## config.mk

```make
export PLATFORM = sky130hd
export DESIGN_NAME = adc_cont_seq
export DESIGN_NICKNAME = d
export VERILOG_FILES = /design/src/rtl/adc_seq_pkg.sv /design/src/rtl/adc_seq_regs.sv /design/src/rtl/adc_seq_ctrl.sv /design/src/rtl/adc_seq_results.sv /design/src/rtl/adc_cont_seq.sv
export SDC_FILE = /design/constraint.sdc
export NUM_CORES = 1
export LEC_CHECK = 0
export BUFFER_PORTS_ARGS = -buffer_cell sky130_fd_sc_hd__clkbuf_2
export CORE_ASPECT_RATIO = 1.1
export CORE_MARGIN = 3
export CORE_UTILIZATION = 55
export CTS_CLUSTER_DIAMETER = 50
export DETAILED_ROUTE_END_ITERATION = 12
export GPL_TIMING_DRIVEN = 0
export HOLD_SLACK_MARGIN = 0.08
export PLACE_DENSITY = 0.79
export SYNTH_ARGS = -nofsm -noshare
export SYNTH_HDL_FRONTEND = slang
export SYNTH_SLANG_ARGS = --single-unit
export TNS_END_PERCENT = 100
```

## constraint.sdc

```tcl
create_clock -name clk -period 4.3 [get_ports clk]
set_input_delay 0.645 -clock clk [delete_from_list [all_inputs] [get_ports clk]]
set_output_delay 0.645 -clock clk [all_outputs]
set_load 0.02 [all_outputs]
```

## src/rtl/adc_seq_pkg.sv

```systemverilog
package adc_seq_pkg;

    localparam int MODE_EN_BIT   = 7;
    localparam int MODE_BUSY_BIT = 6;

    typedef enum logic [1:0] {
        MD_CONT_SELECT = 2'b00,
        MD_RSVD1       = 2'b01,
        MD_RSVD2       = 2'b10,
        MD_RSVD3       = 2'b11
    } mode_field_e;

    typedef struct packed {
        logic        en;
        mode_field_e md;
    } mode_reg_t;

    typedef enum logic [1:0] {
        ST_IDLE,
        ST_START,
        ST_WAIT
    } seq_state_e;

    function automatic logic runs(input mode_reg_t m);
        return m.en && (m.md == MD_CONT_SELECT);
    endfunction

    function automatic logic [7:0] pack_mode(input mode_reg_t m, input logic busy);
        logic [7:0] w;
        w = '0;
        w[MODE_EN_BIT]   = m.en;
        w[MODE_BUSY_BIT] = busy;
        w[1:0]           = m.md;
        return w;
    endfunction

endpackage

```

## src/rtl/adc_seq_regs.sv

```systemverilog
module adc_seq_regs
    import adc_seq_pkg::*;
#(
    parameter int CH_W = 3
) (
    input  logic            clk,
    input  logic            rst,
    input  logic            wr_en,
    input  logic            wr_sel,
    input  logic [7:0]      wr_data,
    output mode_reg_t       mode_q,
    output logic [CH_W-1:0] chan_q,
    output logic            run_q,
    output logic            run_d
);

    mode_reg_t mode_w;
    logic      mode_wr;

    assign mode_wr   = wr_en && !wr_sel;
    assign mode_w.en = wr_data[MODE_EN_BIT];
    assign mode_w.md = mode_field_e'(wr_data[1:0]);

    always_ff @(posedge clk) begin
        if (rst) begin
            mode_q <= '0;
            chan_q <= '0;
        end else if (wr_en) begin
            if (wr_sel) chan_q <= wr_data[CH_W-1:0];
            else        mode_q <= mode_w;
        end
    end

    assign run_q = runs(mode_q);
    assign run_d = mode_wr ? runs(mode_w) : run_q;

endmodule

```

## src/rtl/adc_seq_ctrl.sv

```systemverilog
module adc_seq_ctrl
    import adc_seq_pkg::*;
(
    input  logic clk,
    input  logic rst,
    input  logic run_d,
    input  logic wr_en,
    input  logic cnv_done,
    output logic cnv_start,
    output logic busy,
    output logic commit,
    output logic irq
);

    seq_state_e state_q, state_d;

    always_comb begin
        state_d = state_q;
        commit  = 1'b0;
        if (!run_d) begin
            state_d = ST_IDLE;
        end else if (wr_en) begin
            state_d = ST_START;
        end else begin
            case (state_q)
                ST_IDLE:  state_d = ST_START;
                ST_START: state_d = ST_WAIT;
                ST_WAIT: begin
                    if (cnv_done) begin
                        commit  = 1'b1;
                        state_d = ST_START;
                    end
                end
                default:  state_d = ST_IDLE;
            endcase
        end
    end

    always_ff @(posedge clk) begin
        if (rst) begin
            state_q <= ST_IDLE;
            irq     <= 1'b0;
        end else begin
            state_q <= state_d;
            irq     <= commit;
        end
    end

    assign cnv_start = (state_q == ST_START);
    assign busy      = (state_q != ST_IDLE);

    AST_RESTART_ON_WRITE: assert property (@(posedge clk) disable iff (rst)
        (wr_en && run_d) |=> cnv_start);
    AST_NO_IRQ_AFTER_WRITE: assert property (@(posedge clk) disable iff (rst)
        wr_en |=> !irq);
    AST_IDLE_WHEN_STOPPED: assert property (@(posedge clk) disable iff (rst)
        !run_d |=> (!busy && !cnv_start));
    AST_IRQ_SINGLE: assert property (@(posedge clk) disable iff (rst)
        irq |=> !irq);
    AST_IRQ_RESTARTS: assert property (@(posedge clk) disable iff (rst)
        irq |-> cnv_start);

endmodule

```

## src/rtl/adc_seq_results.sv

```systemverilog
module adc_seq_results #(
    parameter int CH_W  = 3,
    parameter int RES_W = 12
) (
    input  logic             clk,
    input  logic             rst,
    input  logic             commit,
    input  logic [CH_W-1:0]  wr_chan,
    input  logic [RES_W-1:0] wr_val,
    input  logic [CH_W-1:0]  rd_chan,
    output logic [RES_W-1:0] rd_data
);

    localparam int NUM_CH = 1 << CH_W;

    logic [RES_W-1:0] res_q [NUM_CH];

    for (genvar i = 0; i < NUM_CH; i++) begin : g_ch
        always_ff @(posedge clk) begin
            if (rst)                                         res_q[i] <= '0;
            else if (commit && (wr_chan == CH_W'(i)))        res_q[i] <= wr_val;
        end

        AST_OTHER_CH_STABLE: assert property (@(posedge clk) disable iff (rst)
            !(commit && (wr_chan == CH_W'(i))) |=> $stable(res_q[i]));
    end

    assign rd_data = res_q[rd_chan];

endmodule

```

## src/rtl/adc_cont_seq.sv

```systemverilog
module adc_cont_seq
    import adc_seq_pkg::*;
#(
    parameter int CH_W  = 3,
    parameter int RES_W = 12
) (
    input  logic             clk,
    input  logic             rst,
    input  logic             wr_en,
    input  logic             wr_sel,
    input  logic [7:0]       wr_data,
    output logic [7:0]       mode_rd,
    output logic [CH_W-1:0]  chan_rd,
    input  logic [CH_W-1:0]  rd_chan,
    output logic [RES_W-1:0] rd_data,
    output logic [CH_W-1:0]  cnv_chan,
    output logic             cnv_start,
    input  logic             cnv_done,
    input  logic [RES_W-1:0] cnv_data,
    output logic             irq
);

    mode_reg_t       mode_q;
    logic [CH_W-1:0] chan_q;
    logic            run_q, run_d, busy, commit;

    adc_seq_regs #(.CH_W(CH_W)) u_regs (
        .clk, .rst, .wr_en, .wr_sel, .wr_data,
        .mode_q, .chan_q, .run_q, .run_d
    );

    adc_seq_ctrl u_ctrl (
        .clk, .rst, .run_d, .wr_en, .cnv_done,
        .cnv_start, .busy, .commit, .irq
    );

    adc_seq_results #(.CH_W(CH_W), .RES_W(RES_W)) u_res (
        .clk, .rst, .commit, .wr_chan(chan_q), .wr_val(cnv_data),
        .rd_chan, .rd_data
    );

    assign mode_rd  = pack_mode(mode_q, busy);
    assign chan_rd  = chan_q;
    assign cnv_chan = chan_q;

    AST_START_NEEDS_RUN: assert property (@(posedge clk) disable iff (rst)
        cnv_start |-> run_q);
    AST_BAD_MODE_IDLE: assert property (@(posedge clk) disable iff (rst)
        (mode_q.md != MD_CONT_SELECT) |-> !busy);

endmodule

```

==> reports/summary.txt <==
status -> finished, final reports clean
library cell used as clock root buffer -> sky130_fd_sc_hd__clkbuf_8
setup fix buffers added after clock tree synthesis -> 0
floorplan die area -> 0.01035 mm2
pin count of the biggest net entering global routing -> 19
kind of path behind the tightest hold check -> in -> reg
RSZ-0062 raised after global routing -> no
cell types occupying the most area after synthesis -> sky130_fd_sc_hd__edfxtp_1 (57%), sky130_fd_sc_hd__and3_1 (11%), sky130_fd_sc_hd__mux4_2 (11%), sky130_fd_sc_hd__dfxtp_1 (3.6%), sky130_fd_sc_hd__nand2_1 (2.2%)
post-synthesis instance total -> 359
Initial Utilization -> 56.81%
iteration count of the initial detailed-routing pass -> 7
count of port buffers added during placement -> 46
wire length reported by the detailed router -> 11630 um
clock-pin slew on the worst setup and hold paths -> 90 ps
initial antenna violation count -> 0
total internal power -> 1430 uW
Setup TNS -> 0 ps
post-synthesis register bit count -> 105
vias -> 3295
element type at the critical path end -> output pin
worst voltage drop across the vdd grid -> 0.0001852 V
x dimension of the die -> 97.28 um
largest driver fanout on the critical path -> 10
synthesized area -> 0.005041 mm2
fraction of synthesis flops using an asynchronous set or reset pin -> 0%
core area -> 0.008874 mm2
ys flop type -> sky130_fd_sc_hd__edfxtp_1
worst slew slack as a fraction of its limit -> 37.97%
Worst Tran Pin Value -> 920.4 ps
routed vias/inst -> 6.057
number of max-cap violations -> 0
most numerous cell in the Yosys netlist -> sky130_fd_sc_hd__edfxtp_1
count of hold buffers inserted by post-cts repair -> 0
HPWL reported at the end of detailed placement -> 8162 um
net count reported at finish -> 453
Data required, critical path -> 3650 ps
final clock skew -> 13.58 ps
combined flip-flop and latch cell area -> 0.003063 mm2
time the final worst path needs with I/O delays and setup -> 2878 ps
Clock Latency Late Sink -> 370 ps
upper clock frequency limit -> 347.4 MHz
height of the chip -> 106.4 um
maximum count of clock buffers along a single path -> 2
number of distinct library cell variants in the gate-level netlist after synthesis -> 38
CTS Buf Count -> 9
number of antenna cells inserted -> 0
final setup violation count -> 0
share of final-layout standard cells stronger than drive strength 1 -> 29.07%
Util after Layout -> 64.06%
wire length of the first global-routing pass -> 18040 um
register area share after synthesis -> 60.76%
total overflow reported by the global router -> 0
RePlAce Congestion -> 0.8232
CTS tree -> yes
power density relative to cell area -> 335.2 mW/mm2
power share of the sequential group -> 60.5%
DRT iter0 DRCs -> 355
H-tree depth -> 3
largest area contributor in the netlist -> sky130_fd_sc_hd__edfxtp_1
post-route ant nets -> 0
switching share of power -> 24.96%
Post-Synthesis Mean Instance Area -> 14.04 um2
Gate power share -> 10.0%
part of the total power dissipated in the clock network -> 29.5%
count of yosys warnings during synthesis -> 0
Resize count post-CTS -> 0
Period Utilization, post-route -> 66.94%
kind of critical path -> in -> out
static leakage -> 0.002566 uW
count of standard-cell rows -> 36
gr usage total -> 23.35%
via count of the first global-routing pass -> 3369
startpoint kind of the worst setup timing path -> input pin
cell types with the highest counts after synthesis -> sky130_fd_sc_hd__edfxtp_1 (96), sky130_fd_sc_hd__and3_1 (87), sky130_fd_sc_hd__nand2_1 (30), sky130_fd_sc_hd__mux4_2 (24), sky130_fd_sc_hd__nand2b_1 (14)
number of max-slew violations in the final report -> 0
clk sink count -> 105
average wire length per cell after detail routing -> 21.37 um
Area Growth Syn to Fin -> 12.76%
number of synthesized flops with an enable pin -> 96
num ports -> 56
number of hold-slack violations in the final timing report -> 0
NetSw -> 475.6 uW
share of the synthesized area in the top cell type -> 57.19%
DRC viols -> 0
total of fill cells in the finished design -> 672
endpoint arrival time on the critical path -> 2230 ps
total area of multi-input combinational cells -> 0.001767 mm2
-- cell families after synthesis --
kind of cell,Yosys count,synth area share (%)
AO/OA/AOI/OAI,14,1.886
buffers and inverters,38,4.815
flip-flops,105,60.76
multiplexers,27,11.32
other,1,0.07439
AND/OR/NAND/NOR,174,21.15
-- flip-flops by register name, summed over array words and instances (netlist names) --
register,count
u_res.res_q,96
u_regs.mode_q,3
u_ctrl.irq,1
u_regs.chan_q,3
u_ctrl.state_q,2
-- metrics by stage --
stage	setup WS, ps	total power, uW	hold slack, ps	cells	cell area (um2)
CTS	1381	1907	524.8	544	5684
global placement	27.21	1356	554.7	522	5425
detailed placement	1222	1367	566.0	528	5505
finish	1422	1906	522.7	544	5684
global route	1298	1965	520.0	544	5684
floorplan	1117	1289	592.9	362	5052
-- cell type report --
cell class                 count  area share (%)
inverter                       1         0.06604
tap                          114           2.509
multi-input combinational    219           31.08
timing repair buffer          52           5.107
buffer                        37           4.204
clock buffer                   9           2.179
sequential                   105           53.89
clock inverter                 7          0.9685
-- cells in the final DEF, fill, tap and decap left out, types with 3 or more instances in the layout --
master,count
sky130_fd_sc_hd__mux2i_1,3
sky130_fd_sc_hd__buf_4,13
sky130_fd_sc_hd__clkbuf_2,47
sky130_fd_sc_hd__nor2b_1,8
sky130_fd_sc_hd__nor2_8,3
sky130_fd_sc_hd__and3_1,87
sky130_fd_sc_hd__edfxtp_1,96
sky130_fd_sc_hd__clkbuf_1,13
sky130_fd_sc_hd__a21oi_1,3
sky130_fd_sc_hd__nand2b_1,14
sky130_fd_sc_hd__clkinv_4,3
sky130_fd_sc_hd__nand2_1,30
sky130_fd_sc_hd__nand3b_1,3
sky130_fd_sc_hd__a21o_1,3
sky130_fd_sc_hd__conb_1,4
sky130_fd_sc_hd__buf_6,11
sky130_fd_sc_hd__dfxtp_1,9
sky130_fd_sc_hd__nor3_1,5
sky130_fd_sc_hd__nand3_1,4
sky130_fd_sc_hd__clkbuf_8,9
sky130_fd_sc_hd__nor2_1,6
sky130_fd_sc_hd__o21ai_1,3
sky130_fd_sc_hd__buf_2,4
sky130_fd_sc_hd__mux4_2,24
-- path summary, 6_finish.rpt --
kind,cells past startpoint,from,slack [ps],endpoint
worst max-delay path,7,rd_chan[0],1420,rd_data[2]
worst min-delay path,3,wr_data[2],520,u_regs.chan_q[2]
worst max register to register,4,u_regs.mode_q[1],1640,u_res.res_q[1][9]
worst min register to register,2,u_regs.mode_q[2],590,u_regs.mode_q[2]
-- power by group through the flow --
stage,clock network (uW),logic (uW),registers (uW)
finish,562,191,1150
CTS,563,192,1150
detailed placement,0,192,1180
global route,604,205,1160
global placement,0,181,1170
floorplan,0,114,1180
-- worst max-delay path, stage by stage --
cell and delay, ps:
sky130_fd_sc_hd__buf_4 150, sky130_fd_sc_hd__buf_4 260, sky130_fd_sc_hd__buf_4 290, sky130_fd_sc_hd__mux4_2 520, sky130_fd_sc_hd__nand2_1 100, sky130_fd_sc_hd__nand2_1 90, sky130_fd_sc_hd__clkbuf_2 170
-- layer usage --
| metal | vias up | GRT usage, % | routed length, um |
|---|---|---|---|
| li1 | 1489 | - | - |
| met4 | 0 | 9.397 | 291 |
| met3 | 27 | 4.068 | 871 |
| met5 | - | 0 | 0 |
| met1 | 1603 | 29.09 | 4283 |
| met2 | 176 | 40.73 | 6179 |
Power figures use the tool's default switching activity.
